### config.mk
export PLATFORM = sky130hd
export DESIGN_NAME = wbuf_rdprio
export DESIGN_NICKNAME = d
export VERILOG_FILES = /design/src/rtl/wbuf_pkg.sv /design/src/rtl/wbuf_cam.sv /design/src/rtl/wbuf_youngest.sv /design/src/rtl/wbuf_arb.sv /design/src/rtl/wbuf_rdprio.sv
export SDC_FILE = /design/constraint.sdc
export NUM_CORES = 1
export LEC_CHECK = 0
export BUFFER_PORTS_ARGS = -buffer_cell sky130_fd_sc_hd__clkbuf_2
export CAP_MARGIN = 10
export CORE_UTILIZATION = 42
export CTS_BUF_LIST = sky130_fd_sc_hd__clkbuf_4 sky130_fd_sc_hd__clkbuf_8
export CTS_CLUSTER_DIAMETER = 60
export CTS_CLUSTER_SIZE = 30
export DETAILED_ROUTE_END_ITERATION = 6
export PLACE_DENSITY = 0.65
export SYNTH_ARGS = -nofsm -noshare
export SYNTH_HDL_FRONTEND = slang
export SYNTH_SLANG_ARGS = --single-unit
### constraint.sdc
create_clock -name clk -period 15.3 [get_ports clk]
set_clock_uncertainty 0.2 [all_clocks]
set_input_delay 3.06 -clock clk [delete_from_list [all_inputs] [get_ports clk]]
set_output_delay 3.06 -clock clk [all_outputs]
set_load 0.03 [all_outputs]
### src/rtl/wbuf_pkg.sv
// Shared types for the store queue with read bypass.
// Assumes nothing beyond SystemVerilog enum support.
package wbuf_pkg;
    // Which requester owns the memory port in the current cycle.
    typedef enum logic [1:0] {
        SEL_IDLE  = 2'd0,
        SEL_READ  = 2'd1,
        SEL_DRAIN = 2'd2
    } port_sel_e;
endpackage

### src/rtl/wbuf_cam.sv
// Associative block-address compare: flags every occupied entry whose
// block address equals the key. Purely combinational.
module wbuf_cam #(
    parameter int DEPTH = 4,
    parameter int BW    = 14
) (
    input  logic [BW-1:0]    key,
    input  logic [DEPTH-1:0] vld,
    input  logic [BW-1:0]    blk [DEPTH],
    output logic [DEPTH-1:0] hit
);
    for (genvar i = 0; i < DEPTH; i++) begin : g_cmp
        // One comparator per entry.
        assign hit[i] = vld[i] && (blk[i] == key);
    end
endmodule

### src/rtl/wbuf_youngest.sv
// Picks the youngest flagged entry of a circular queue, walking from the
// head (oldest) forward. Assumes DEPTH is a power of two and at least 2.
module wbuf_youngest #(
    parameter int DEPTH = 4,
    parameter int PW    = 2
) (
    input  logic [DEPTH-1:0] hit,
    input  logic [PW-1:0]    head,
    output logic             found,
    output logic [PW-1:0]    idx
);
    // Later (younger) matches overwrite earlier ones.
    always_comb begin
        found = 1'b0;
        idx   = head;
        for (int k = 0; k < DEPTH; k++) begin
            if (hit[head + PW'(k)]) begin
                found = 1'b1;
                idx   = head + PW'(k);
            end
        end
    end
endmodule

### src/rtl/wbuf_arb.sv
// Memory-port arbiter: an unconflicted read wins, otherwise the head
// entry drains. Assumes the memory accepts in any cycle with gnt high.
module wbuf_arb
    import wbuf_pkg::*;
(
    input  logic      rd_valid,
    input  logic      rd_conflict,
    input  logic      nonempty,
    input  logic      mem_gnt,
    output port_sel_e sel,
    output logic      rd_ready,
    output logic      drain_fire
);
    // Priority choice for this cycle.
    always_comb begin
        if (rd_valid && !rd_conflict) sel = SEL_READ;
        else if (nonempty)            sel = SEL_DRAIN;
        else                          sel = SEL_IDLE;
    end

    assign rd_ready   = (sel == SEL_READ)  && mem_gnt;
    assign drain_fire = (sel == SEL_DRAIN) && mem_gnt;
endmodule

### src/rtl/wbuf_rdprio.sv
// Posted-write queue between a write-through cache and memory.
// Holds DEPTH block entries (mask + words), folds stores to a queued
// block, lets read misses bypass unless their block is queued, and drains
// oldest first. Assumes st_mask is nonzero and DEPTH is a power of two.
module wbuf_rdprio
    import wbuf_pkg::*;
#(
    parameter int             AW      = 16,
    parameter int             DW      = 32,
    parameter int             WORDS   = 4,
    parameter int             DEPTH   = 4,
    parameter logic [AW-1:0]  IO_BASE = 16'hF000
) (
    input  logic                             clk,
    input  logic                             rst_n,
    input  logic                             st_valid,
    input  logic [AW-$clog2(WORDS)-1:0]      st_blk,
    input  logic [WORDS-1:0]                 st_mask,
    input  logic [WORDS*DW-1:0]              st_data,
    output logic                             st_ready,
    input  logic                             rd_valid,
    input  logic [AW-1:0]                    rd_addr,
    output logic                             rd_ready,
    output logic                             mem_req,
    output logic                             mem_we,
    output logic [AW-1:0]                    mem_addr,
    output logic [WORDS*DW-1:0]              mem_wdata,
    output logic [WORDS-1:0]                 mem_wmask,
    input  logic                             mem_gnt
);
    localparam int            OFF_W  = $clog2(WORDS);
    localparam int            BW     = AW - OFF_W;
    localparam int            PW     = $clog2(DEPTH);
    localparam logic [PW:0]   FULL   = (PW+1)'(DEPTH);
    localparam logic [BW-1:0] IO_BLK = IO_BASE[AW-1:OFF_W];

    logic [DEPTH-1:0]    e_vld;
    logic [DEPTH-1:0]    e_io;
    logic [BW-1:0]       e_blk  [DEPTH];
    logic [WORDS-1:0]    e_mask [DEPTH];
    logic [WORDS*DW-1:0] e_data [DEPTH];
    logic [PW-1:0]       head, tail;
    logic [PW:0]         count;

    logic [DEPTH-1:0] hit_st, hit_rd;
    logic             st_found, merge_en, st_io, st_fire, alloc;
    logic [PW-1:0]    st_idx;
    logic             rd_conflict, drain_fire;
    port_sel_e        sel;

    // Store-side compare and youngest-match selection.
    wbuf_cam #(.DEPTH(DEPTH), .BW(BW)) u_cam_st (
        .key(st_blk), .vld(e_vld), .blk(e_blk), .hit(hit_st)
    );
    wbuf_youngest #(.DEPTH(DEPTH), .PW(PW)) u_young (
        .hit(hit_st), .head(head), .found(st_found), .idx(st_idx)
    );

    // Read-side compare against every queued block.
    wbuf_cam #(.DEPTH(DEPTH), .BW(BW)) u_cam_rd (
        .key(rd_addr[AW-1:OFF_W]), .vld(e_vld), .blk(e_blk), .hit(hit_rd)
    );
    assign rd_conflict = rd_valid && (|hit_rd);

    wbuf_arb u_arb (
        .rd_valid(rd_valid), .rd_conflict(rd_conflict), .nonempty(count != '0),
        .mem_gnt(mem_gnt), .sel(sel), .rd_ready(rd_ready), .drain_fire(drain_fire)
    );

    // Fold decision and store acceptance.
    assign st_io    = (st_blk >= IO_BLK);
    assign merge_en = st_found && !e_io[st_idx] && !(drain_fire && (st_idx == head));
    assign st_ready = merge_en || (count != FULL);
    assign st_fire  = st_valid && st_ready;
    assign alloc    = st_fire && !merge_en;

    // Memory port payload.
    assign mem_req   = (sel != SEL_IDLE);
    assign mem_we    = (sel == SEL_DRAIN);
    assign mem_addr  = (sel == SEL_READ) ? rd_addr : {e_blk[head], {OFF_W{1'b0}}};
    assign mem_wdata = e_data[head];
    assign mem_wmask = e_mask[head];

    // Occupancy, pointers and entry control fields.
    always_ff @(posedge clk) begin
        if (!rst_n) begin
            e_vld <= '0;
            head  <= '0;
            tail  <= '0;
            count <= '0;
        end else begin
            if (drain_fire) begin
                e_vld[head] <= 1'b0;
                head        <= head + PW'(1);
            end
            if (alloc) begin
                e_vld[tail] <= 1'b1;
                tail        <= tail + PW'(1);
            end
            count <= count + {{PW{1'b0}}, alloc} - {{PW{1'b0}}, drain_fire};
        end
    end

    // Entry payload: fill on a new slot, fold masked words on a merge.
    always_ff @(posedge clk) begin
        if (alloc) begin
            e_blk[tail]  <= st_blk;
            e_io[tail]   <= st_io;
            e_mask[tail] <= st_mask;
            e_data[tail] <= st_data;
        end else if (st_fire) begin
            e_mask[st_idx] <= e_mask[st_idx] | st_mask;
            for (int w = 0; w < WORDS; w++) begin
                if (st_mask[w]) e_data[st_idx][w*DW +: DW] <= st_data[w*DW +: DW];
            end
        end
    end
endmodule

# [Word-level counts from Yosys, hierarchy flattened]
# Memories as Yosys holds them, arrays and structs flattened. A register that Yosys moved wholly into a read port is not among the register bits.
# Index checks and enable logic that the tools add are counted.
# W data, S select, Z words.
[classes] n_addsub=6 n_eq_ne=12 mux=65 bitwise=6 n_lt_le_gt_ge=12 reduce_logical=30
[ops] operator="$mux W128" count=1
[ops] operator="$reduce_or A128 Y1" count=1
[ops] operator="$eq A14 B14 Y1" count=8
[ops] operator="$bwmux W56" count=1
[ops] operator="$mux W14" count=3
[ops] operator="$mux W1" count=33
[ops] operator="$bmux W14 S2" count=1
[ops] operator="$demux W14 S2" count=1
[ops] operator="$mux W2" count=11
[ops] operator="$logic_and A1 B1 Y1" count=20
[ops] operator="$mux W4" count=5
[ops] operator="$lt A2 B3 Y1 const B" count=6
[ops] operator="$mux W16" count=1
[ops] operator="$ge A14 B14 Y1 const B" count=1
[ops] operator="$bmux W1 S2" count=5
[ops] operator="$or A4 B4 Y4" count=2
[ops] operator="$reduce_or A4 Y1" count=2
[ops] operator="$ge A3 B3 Y1 const B" count=2
[ops] operator="$not A2 Y3" count=2
[ops] operator="$add A2 B1 Y2 const B" count=2
[ops] operator="$add A2 B2 Y2 const B" count=2
[ops] operator="$and A4 B4 Y4" count=1
[ops] operator="$bwmux W4" count=1
[ops] operator="$demux W1 S2" count=2
[ops] operator="13 further kinds" count=17
[totals] memories=2 out_inout_bits=152 ramBits=528 input_bits=167 regBits=71 elab_cells=142
[memory_table] name="e_data" words=4 word_bits=128 read_ports=1 rd_ports_with_merged_regs=1 write_ports=1 line="wbuf_rdprio.sv:41" text="logic [WORDS*DW-1:0] e_data [DEPTH];"
[memory_table] name="e_mask" words=4 word_bits=4 read_ports=2 rd_ports_with_merged_regs=1 write_ports=1 line="wbuf_rdprio.sv:40" text="logic [WORDS-1:0] e_mask [DEPTH];"

# [Longest topological paths before layout]
# Gate-level depths: netlist (run 1).
[logic_depth] word_depth=19 depth_mapped=20 depth_no_buf=17

# [By module]
# From an unflattened synthesis (run 1), not the netlist that was laid out.
[hier_totals] cells_unflattened=1139 area_unflattened_um2=24154.4
[modules_own_cells] mod="wbuf_rdprio" area_per_inst_um2=22495.3 instances=1 cells_per_inst=941
[modules_own_cells] mod="wbuf_cam" area_per_inst_um2=770.7 instances=2 cells_per_inst=90
[modules_own_cells] mod="wbuf_youngest" area_per_inst_um2=81.3 instances=1 cells_per_inst=13
[modules_own_cells] mod="wbuf_arb" area_per_inst_um2=36.3 instances=1 cells_per_inst=5

# [Least setup slack after synthesis (run 1)]
# Ideal clock, no wire load.
[synth_path] kind="input to output" startpoint="input st_blk[7]" endpoint="output st_ready" required_ns=12.040 arrival_ns=5.636 path_slack_ns=6.404 n_path_buf=2 path_stages=11 cell_sequence="buf_2 > xnor2_1 > nand4_1 > nor4_4 > mux2i_1 > a31o_1 > nor2_2 > mux2i_1 > o211ai_4 > buf_6 > nand2_1"
[synth_via] elab_chain_cells=13 word_cells_on_any_way=32
[synth_rtl] item="from (decl)" line="wbuf_rdprio.sv:17" text="input logic [AW-$clog2(WORDS)-1:0] st_blk,"
[synth_rtl] item="$eq A14 B14 Y1" line="wbuf_cam.sv:14" text="assign hit[i] = vld[i] && (blk[i] == key);"
[synth_rtl] item="$logic_and A1 B1 Y1" line="wbuf_cam.sv:14"
[synth_rtl] item="$bmux W1 S2" line="wbuf_youngest.sv:17" text="if (hit[head + PW'(k)]) begin"
[synth_rtl] item="$mux W1 (not written as such)" line="wbuf_youngest.sv:17"
[synth_rtl] item="$mux W2 (3 in a row)" line="wbuf_youngest.sv:17"
[synth_rtl] item="$bmux W1 S2" line="wbuf_rdprio.sv:72" text="assign merge_en = st_found && !e_io[st_idx] && !(drain_fire && (st_idx == head));"
[synth_rtl] item="$mux W1 (not written as such)" line="wbuf_rdprio.sv:72"
[synth_rtl] item="$logic_not A1 Y1" line="wbuf_rdprio.sv:72"
[synth_rtl] item="$logic_and A1 B1 Y1" line="wbuf_rdprio.sv:72"
[synth_rtl] item="$logic_and A1 B1 Y1 *" line="wbuf_rdprio.sv:72"
[synth_rtl] item="$logic_or A1 B1 Y1 *" line="wbuf_rdprio.sv:73" text="assign st_ready = merge_en || (count != FULL);"
[synth_rtl] item="to (decl)" line="wbuf_rdprio.sv:20" text="output logic st_ready,"
# Every way passes the cells marked *; elsewhere a longest branch is shown, timed or not. The select of a mux whose other input is x is not followed.

# [Final worst setup path (run 1)]
# Same ends and word-level chain as after synthesis.

==> reports/results.ini, run 1 <==
[status]
outcome = finished, final reports clean

[die]
num_io_pins = 319
coreArea_mm2 = 0.0567
initial_core_util_pct = 42.7
die_width_um = 242
dieArea_mm2 = 0.0586
num_rows = 87
fp.dieH_um = 242

[finish]
multi_input_area_mm2 = 0.00597
antenna_cells = 0
synthToLayoutAreaGrowth_pct = 14.1
finish.cell_count_without_fillers = 2258
fillers = 4730
seq_area_mm2 = 0.0179
drive_gt1_share_pct = 40.3
fin_nets = 1648

[sta]
worst_slew_pin_slew_ps = 1080
hold_viol_final = 0
finalMaxSlewViolations = 0
setup_viol = 0
min_period_ps = 9510
finalCritPeriodShare_pct = 62.1
rsz0062_at_grt = no
relSlewSlack_pct = 27.6
tns_ps = 0
maxClockFrequency_mhz = 105

[critical_path]
path_buf_inv = 2
critical_path_arrival_ps = 6250
critical_path.max_stage_delay_ps = 480
endpoint_kind = primary output
critPathKind = in -> out
path_max_fanout = 17
crit_chain = clkbuf_2, xnor2_1, nand4_1, nor4_4, mux2i_1, a31o_1, nor2_2, mux2i_1, o211ai_4, nand2_1, clkbuf_2
required_ps = 12040
cp_slowest_cell = mux2i_1
worst_setup_path_start_kind = input pin
crit_family = simple AND/OR/NAND/NOR gates

[detailed_routing]
drt_iter0_markers = 670
firstDrtPassIters = 5
drc_errors = 0
vias_per_cell = 5.30
ant_nets = 0
wirelength_um = 51400
vias = 12000
wire_per_inst_um = 22.8

[yosys]
netlist_instances = 1156
post-synth-top-area-cell = edfxtp_1
synth.area.top_cells = edfxtp_1 73%, mux4_2 14%, xnor2_1 4.2%
synth_seq_cells = 601
ys_types = 49
synth_edf_count = 588
yosys_warnings = 0
synth_area_mm2 = 0.0242
yosysSeqAreaShare_pct = 74.0
async_flop_share_pct = 0
ys.flop_type = edfxtp_1
synth_top_area_share_pct = 72.9
avgSynthCellArea_um2 = 20.9
synth_nets = 1334

[clocking]
clkLatencyLatePin_ps = 650
cts_resized = 0
htreeDepth = 2
clkTransAtPathRegs_ps = 110
clockBufferDepth = 3
numCtsBuffers = 42
cts_hold_buf = 0
cts_tree = done
cts_setup_buffers = 0
cts_num_sinks = 601
cts-root-buf = clkbuf_8

[grt]
grt_overflow_total = 0
grt_pass1_vias = 12700
grt_usage_pct = 17.7
grt_max_degree = 61
antenna_found_initial = 3
grt_pass1_wl_um = 78500

[place]
place.detailed.hpwl_um = 33700
place_congestion = 0.918
port_buffers = 318
place_inst = 2182

[min_path]
holdCritPathClass = reg -> reg

[pwr]
powerDensity_mw_per_mm2 = 139
power_mw = 3.85
vdd_drop_max_v = 0.0000831
power_leakage_nw = 9.11

[job]
drv_cap = 0

-- final timing paths --
kind,slack [ps],depth (start not counted),endpoint,startpoint
setup / recovery,5790,11,st_ready,st_blk[7]
hold / removal,340,2,e_vld[0]$_SDFF_PN0_,e_vld[0]$_SDFF_PN0_
setup reg to reg,10140,17,count[2]$_SDFF_PN0_,e_blk[7]$_DFFE_PP_
hold reg to reg,340,2,e_vld[0]$_SDFF_PN0_,e_vld[0]$_SDFF_PN0_
-- tightest hold or removal path: stages (launching register included) --
cell and delay [ps]:
dfxtp_1 360, nand3_1 80, o21ai_1 60
-- cells in the final DEF (no fill, tap or decap), drive strengths merged, types with 2 or more instances in the layout --
master,Yosys,routed
nor4,11,11
and3b,4,4
nor2b,2,2
clkinv,1,10
clkinvlp,0,3
o211a,6,6
nor3b,8,8
nand4,34,34
o21ai,5,5
edfxtp,588,588
or3,2,2
nand2,17,17
clkbuf,37,364
buf,35,24
nand2b,3,3
xnor2,115,115
a21o,4,4
dfxtp,13,13
and2,10,10
nor3,8,8
mux2i,11,11
mux4,150,150
mux2,17,17
nand3,15,15
o2111ai,2,2
a21oi,3,3
a31o,2,2
or2,3,3
nor2,19,19
ha,10,10
inv,12,29
-- state kept, by name (all words and copies together), names as in the netlist, named ones only --
signal / flops
head: 2
e_io: 4
e_vld: 4
tail: 2
count: 3
e_mask: 16
e_data: 512
e_blk: 56
-- metal layers --
metal / vias up / wire, um / global-route usage (%)
met5: - / 40 / 0
met4: 6 / 1040 / 4.43
met3: 78 / 2730 / 3.43
met2: 331 / 26200 / 30.3
met1: 6237 / 21400 / 23.2
li1: 5321 / - / -
-- final cells by class --
cell class | count | share of cell area, %
inverter | 13 | 0.177
sequential | 601 | 64.9
clock inverter | 30 | 1.29
timing repair buffer | 342 | 6.41
clock buffer | 46 | 2.22
tap | 756 | 3.42
multi-input combinational | 470 | 21.6
-- cells in the mapped netlist (all sizes together), types with 2 or more instances --
cell / n
nand4: 34
o211a: 6
and3b: 4
nand2: 17
inv: 12
buf: 35
o2111ai: 2
a21oi: 3
nor2b: 2
edfxtp: 588
mux2: 17
a21o: 4
and2: 10
nor3b: 8
a31o: 2
o21ai: 5
nand2b: 3
ha: 10
xnor2: 115
nand3: 15
nor4: 11
mux2i: 11
dfxtp: 13
nor3: 8
or2: 3
mux4: 150
clkbuf: 37
or3: 2
nor2: 19
-- cells by family after synthesis --
| kind of cell | count (synthesis) | synth area share [%] |
|---|---|---|
| AO/OA/AOI/OAI | 27 | 1.03 |
| AND/OR/NAND/NOR | 139 | 3.39 |
| multiplexers | 178 | 15.2 |
| flip-flops | 601 | 74.0 |
| XOR/XNOR | 115 | 4.16 |
| buffers and inverters | 85 | 1.58 |
| adder cells (fa/ha/maj) | 11 | 0.599 |
-- stage by stage --
stage / area, um^2 / hold WS, ps / worst slack [ps] / utilization [%]
final: 27600 / 337 / 5790 / 48.7
after global routing: 27600 / 376 / 5540 / 48.7
after CTS: 27600 / 338 / 5760 / 48.7
after detailed placement: 26700 / 315 / 5750 / 47.0
after global placement: 26700 / 313 / 5860 / 47.0
after floorplan: 24200 / 250 / 6400 / -
-- where the power goes --
group	switching (mW)	total, mW	internal, mW
logic	0.580	0.911	0.331
clock network	0.569	0.900	0.331
registers	0.0603	2.04	1.98
(Power assumes the default switching activity.)
==> inputs of run 2 (changes only) <==
--- a/config.mk
+++ b/config.mk
@@ -12,7 +12,7 @@
 export CTS_CLUSTER_DIAMETER = 60
 export CTS_CLUSTER_SIZE = 30
 export DETAILED_ROUTE_END_ITERATION = 6
-export PLACE_DENSITY = 0.65
+export PLACE_DENSITY = 0.67
 export SYNTH_ARGS = -nofsm -noshare
 export SYNTH_HDL_FRONTEND = slang
 export SYNTH_SLANG_ARGS = --single-unit
==> constraint.sdc (replaced) <==
create_clock -name clk -period 7.95 [get_ports clk]
set_clock_uncertainty 0.2 [all_clocks]
set_input_delay 1.59 -clock clk [delete_from_list [all_inputs] [get_ports clk]]
set_output_delay 1.59 -clock clk [all_outputs]
set_load 0.03 [all_outputs]
==> reports/results.ini, run 2 (synthesis results as in run 1) <==
[grt]
antenna_found_initial = 1
grt_usage_pct = 17.1
grt_overflow_total = 0
grt_pass1_wl_um = 75700
grt_pass1_vias = 12400
grt_max_degree = 70

[finish]
final_cell_mix = 588 x edfxtp_1, 318 x clkbuf_2, 147 x mux4_2
fin_nets = 1645
antenna_cells = 0
top_regs = e_data (512), e_blk (56), e_mask (16)
regMostFlops = e_data
drive_gt1_share_pct = 40.3
mostFrequentLayoutCell = edfxtp_1
largest_reg_flops = 512
fillers = 4694
synthToLayoutAreaGrowth_pct = 14.2
utilization_pct = 48.8

[critical_path]
critPathKind = in -> out
r2r_start = e_blk[21]$_DFFE_PP_
critical_path_arrival_ps = 4930
worstRegToRegCells = 17
path_max_fanout = 17
endpoint_kind = primary output
required_ps = 6160
worst_setup_path_start_kind = input pin
r2r_slack_ps = 2790
worstReg2RegEnd = count[2]$_SDFF_PN0_

[clocking]
clockBufferDepth = 3
clkTransAtPathRegs_ps = 100
cts_num_sinks = 601
cts_resized = 0
numCtsBuffers = 40
clkLatencyLatePin_ps = 640
cts_hold_buf = 0
cts_tree = done
cts-root-buf = clkbuf_8
cts_setup_buffers = 0
htreeDepth = 2

[pwr]
p_int_mw = 5.15
p_sw_share_pct = 30.6
powerDensity_mw_per_mm2 = 268
pwr-share-seq_pct = 52.9
pwr-share-comb_pct = 23.5
p_sw_mw = 2.27
vdd_drop_max_v = 0.000196
power_leakage_nw = 9.11
power.share.clock_pct = 23.6

[die]
num_io_pins = 319
num_rows = 87
initial_core_util_pct = 42.7
die_width_um = 242
coreArea_mm2 = 0.0567
fp.dieH_um = 242
dieArea_mm2 = 0.0586

[sta]
hold_viol_final = 0
finalCritPeriodShare_pct = 84.5
setup_viol = 0
relSlewSlack_pct = 26.9
tns_ps = 0
maxClockFrequency_mhz = 149
finalMaxSlewViolations = 0
worst_slew_pin_slew_ps = 1100
min_period_ps = 6720
rsz0062_at_grt = no

[status]
outcome = finished, final reports clean

[detailed_routing]
firstDrtPassIters = 4
ant_nets = 0
vias = 11900
wire_per_inst_um = 22.4
vias_per_cell = 5.27
wirelength_um = 50400
drc_errors = 0
drt_iter0_markers = 656

[min_path]
holdCritPathClass = reg -> reg
min_from = e_vld[0]$_SDFF_PN0_
holdPathStages = 2
min_to = e_vld[0]$_SDFF_PN0_

[place]
place.detailed.hpwl_um = 33300
port_buffers = 318
place_congestion = 0.911

[job]
drv_cap = 0

run 2: cell types whose count changed in the layout (fill, tap and decap cells not counted), moves of 2 or more:
| cell | previous run | this run |
|---|---|---|
| inv_16 | 3 | 0 |
| clkinv_2 | 0 | 3 |
| buf_12 | 0 | 2 |
| bufinv_16 | 1 | 5 |
| inv_8 | 8 | 4 |
| clkinv_1 | 4 | 2 |
| clkbuf_8 | 43 | 40 |
| buf_4 | 24 | 21 |
run 2: worst max-delay path, cell delays in order:
cell	delay, ps
clkbuf_2	170
xnor2_1	290
nand4_1	190
nor4_4	420
mux2i_1	180
a2111o_1	490
a31o_1	270
and2_1	300
o211ai_4	540
nand2_1	230
clkbuf_2	240
run 2: metal layers:
metal / share of wire [%] / up-vias / GRT usage, % / routed length [um]
met5: 0.034 / - / 0 / 17
met4: 2.1 / 2 / 4.37 / 1080
met3: 5.6 / 66 / 3.26 / 2820
met2: 51 / 305 / 29.6 / 25800
met1: 41 / 6168 / 22.1 / 20800
li1: - / 5330 / - / -
run 2: worst max path at each step:
stage	slack [ps]	endpoint	startpoint
after CTS	1200	st_ready	st_blk[2]
after global routing	920	st_ready	st_blk[2]
after detailed placement	1200	st_ready	st_blk[2]
final	1230	st_ready	st_blk[7]
after global placement	1330	st_ready	st_blk[2]
after floorplan	690	e_data[0][100]$_DFFE_PP_	st_blk[7]
run 2: power by group through the flow:
stage | registers, mW | logic, mW | clock network [mW]
finish | 3.93 | 1.74 | 1.75
global route | 3.96 | 1.85 | 1.91
CTS | 3.93 | 1.78 | 1.82
detailed placement | 4.01 | 1.78 | 0
global placement | 3.99 | 1.77 | 0
floorplan | 3.95 | 1.28 | 0
run 2: area by class of cell:
cell class,instances,area (um^2),area share (%)
well taps,756,946,3.42
inverters,13,48.8,0.176
clock buffers,43,573,2.07
clock inverters,30,404,1.46
multi-input cells,470,5970,21.6
repair buffers,341,1790,6.47
flip-flops and latches,601,17900,64.8
run 2: through the flow:
step	setup slack, ps	power [mW]	cell area, um^2	std cells	hold WS, ps
2_1_floorplan	686	5.23	24200	1156	250
3_3_place_gp	1330	5.77	26700	2181	322
3_5_place_dp	1200	5.79	26700	2181	316
4_1_cts	1200	7.54	27700	2254	341
5_1_grt	924	7.73	27700	2254	385
6_report	1230	7.42	27700	2254	341
==> inputs of run 3 (changes only) <==
--- a/config.mk
+++ b/config.mk
@@ -12,7 +12,7 @@
 export CTS_CLUSTER_DIAMETER = 60
 export CTS_CLUSTER_SIZE = 30
 export DETAILED_ROUTE_END_ITERATION = 6
-export PLACE_DENSITY = 0.67
+export PLACE_DENSITY = 0.65
 export SYNTH_ARGS = -nofsm -noshare
 export SYNTH_HDL_FRONTEND = slang
 export SYNTH_SLANG_ARGS = --single-unit
==> constraint.sdc (replaced) <==
create_clock -name clk -period 7.05 [get_ports clk]
set_clock_uncertainty 0.2 [all_clocks]
set_input_delay 1.41 -clock clk [delete_from_list [all_inputs] [get_ports clk]]
set_output_delay 1.41 -clock clk [all_outputs]
set_load 0.03 [all_outputs]
==> reports/results.ini, run 3 (synthesis results as in run 1) <==
[sta]
maxClockFrequency_mhz = 159
hold_ws_ps = 328
min_period_ps = 6290
tns_ps = 0
worst_slew_pin_slew_ps = 1010
rsz0062_at_grt = no
finalCritPeriodShare_pct = 89.2
hold_viol_final = 0
finalMaxSlewViolations = 0
setup_viol = 0
relSlewSlack_pct = 32.4
setup_ws_ps = 762

[clocking]
cts_hold_buf = 0
cts_num_sinks = 601
cts_tree = done
cts-root-buf = clkbuf_8
htreeDepth = 2
numCtsBuffers = 41
clkLatencyLatePin_ps = 640
cts_setup_buffers = 0
clockBufferDepth = 3
cts_resized = 0
clkTransAtPathRegs_ps = 90

[critical_path]
worst_setup_path_start_kind = input pin
critical_path_arrival_ps = 4680
crit_family = compound AO/OA/AOI/OAI gates
endpoint_kind = primary output
cp_slowest_cell = nor4_1
path_buf_inv = 2
required_ps = 5440
critical_path.max_stage_delay_ps = 520
cp_common_cell = clkbuf_2
path_max_fanout = 17
crit_chain = clkbuf_2, xnor2_1, nand4_1, nor4_1, mux2i_1, a2111o_1, a31o_1, and2_1, o211ai_4, nand2_1, clkbuf_2
critPathKind = in -> out

[grt]
antenna_found_initial = 3
use_met2_pct = 29.9
top_usage_layer = met2
grt_pass1_vias = 12400
grt_overflow_total = 0
grt.met3_usage_pct = 3.54
grt_max_degree = 85
grt_pass1_wl_um = 78000
grt_usage_pct = 17.6
grt.met1_usage_pct = 23.3

[finish]
fin_area_mm2 = 0.0277
drive_gt1_share_pct = 40.3
final_cell_mix = 588 x edfxtp_1, 318 x clkbuf_2, 147 x mux4_2
mostFrequentLayoutCell = edfxtp_1
regMostFlops = e_data
synthToLayoutAreaGrowth_pct = 14.6
top_regs = e_data (512), e_blk (56), e_mask (16)
largest_reg_flops = 512
fin_nets = 1651

[place]
place.detailed.hpwl_um = 33600
place_congestion = 0.887
placed_area_mm2 = 0.0267
pre_cts_ws_ps = 790
port_buffers = 318

[job]
drv_cap = 0

[die]
die_width_um = 242
coreArea_mm2 = 0.0567
dieArea_mm2 = 0.0586
fp.dieH_um = 242
num_io_pins = 319
initial_core_util_pct = 42.7
num_rows = 87

[detailed_routing]
vias = 11900
vias_per_cell = 5.28
drt_iter0_markers = 679
wirelength_um = 51400
drc_errors = 0
ant_nets = 0
firstDrtPassIters = 4
wire_per_inst_um = 22.7

[min_path]
holdCritPathClass = reg -> reg

[pwr]
powerDensity_mw_per_mm2 = 303
power_mw = 8.41
power_leakage_nw = 9.14
vdd_drop_max_v = 0.000241

[status]
outcome = finished, final reports clean

run 3: cell types whose count changed in the layout (fill, tap and decap cells not counted), moves of 3 or more:
| cell | before | now |
|---|---|---|
| nor2_2 | 4 | 1 |
| buf_4 | 21 | 26 |
| nor3b_2 | 8 | 2 |
| nor3b_4 | 0 | 6 |
| clkinv_16 | 0 | 3 |
| nor2_1 | 15 | 18 |
run 3: worst reg2reg max path, cell delays in order (launching register included):
cell and delay, ps:
edfxtp_1 480, xnor2_1 320, nand4_1 200, nor4_4 410
mux2i_1 180, a31o_1 270, nor2_2 450, mux2i_1 280
o211ai_4 500, nand3_4 250, ha_1 350, inv_1 50
ha_1 130, inv_1 50, fa_1 400, xnor2_1 150
xnor2_1 120, and2_1 150
run 3: power breakdown:
| group | internal, mW | switching [mW] | total [mW] |
|---|---|---|---|
| Sequential | 4.29 | 0.135 | 4.42 |
| Combinational | 0.731 | 1.26 | 2.00 |
| Clock | 0.762 | 1.23 | 1.99 |
| Total | 5.78 | 2.63 | 8.41 |
run 3: layout make-up:
cell class                      instances  area [um^2]
Clock buffer                           44          587
Clock inverter                         30          414
Tap cell                              756          946
Antenna cell                            1         2.50
Sequential cell                       601        17900
Inverter                               13         48.8
Timing Repair Buffer                  346         1830
Fill cell                            4685        29000
Multi-Input combinational cell        470         6000
run 3: routing by layer:
metal / part of all wire [%] / up-vias
met5: 0.053 / -
met4: 2.1 / 4
met3: 5.7 / 70
met2: 50 / 339
met1: 42 / 6205
li1: - / 5325
run 3: through the flow:
stage / utilization (%) / instances
4_1_cts: 48.9 / 2260
2_1_floorplan: - / 1156
5_1_grt: 48.9 / 2260
3_3_place_gp: 47.2 / 2186
3_5_place_dp: 47.2 / 2186
6_report: 48.9 / 2261
run 3: final timing paths:
check                 startpoint                  end  slack [ps]  cells past startpoint
max reg2reg   e_blk[7]$_DFFE_PP_  count[2]$_SDFF_PN0_        2010                     17
min          e_vld[0]$_SDFF_PN0_  e_vld[0]$_SDFF_PN0_         330                      2
max                   st_blk[13]             st_ready         760                     11
min reg2reg  e_vld[0]$_SDFF_PN0_  e_vld[0]$_SDFF_PN0_         330                      2
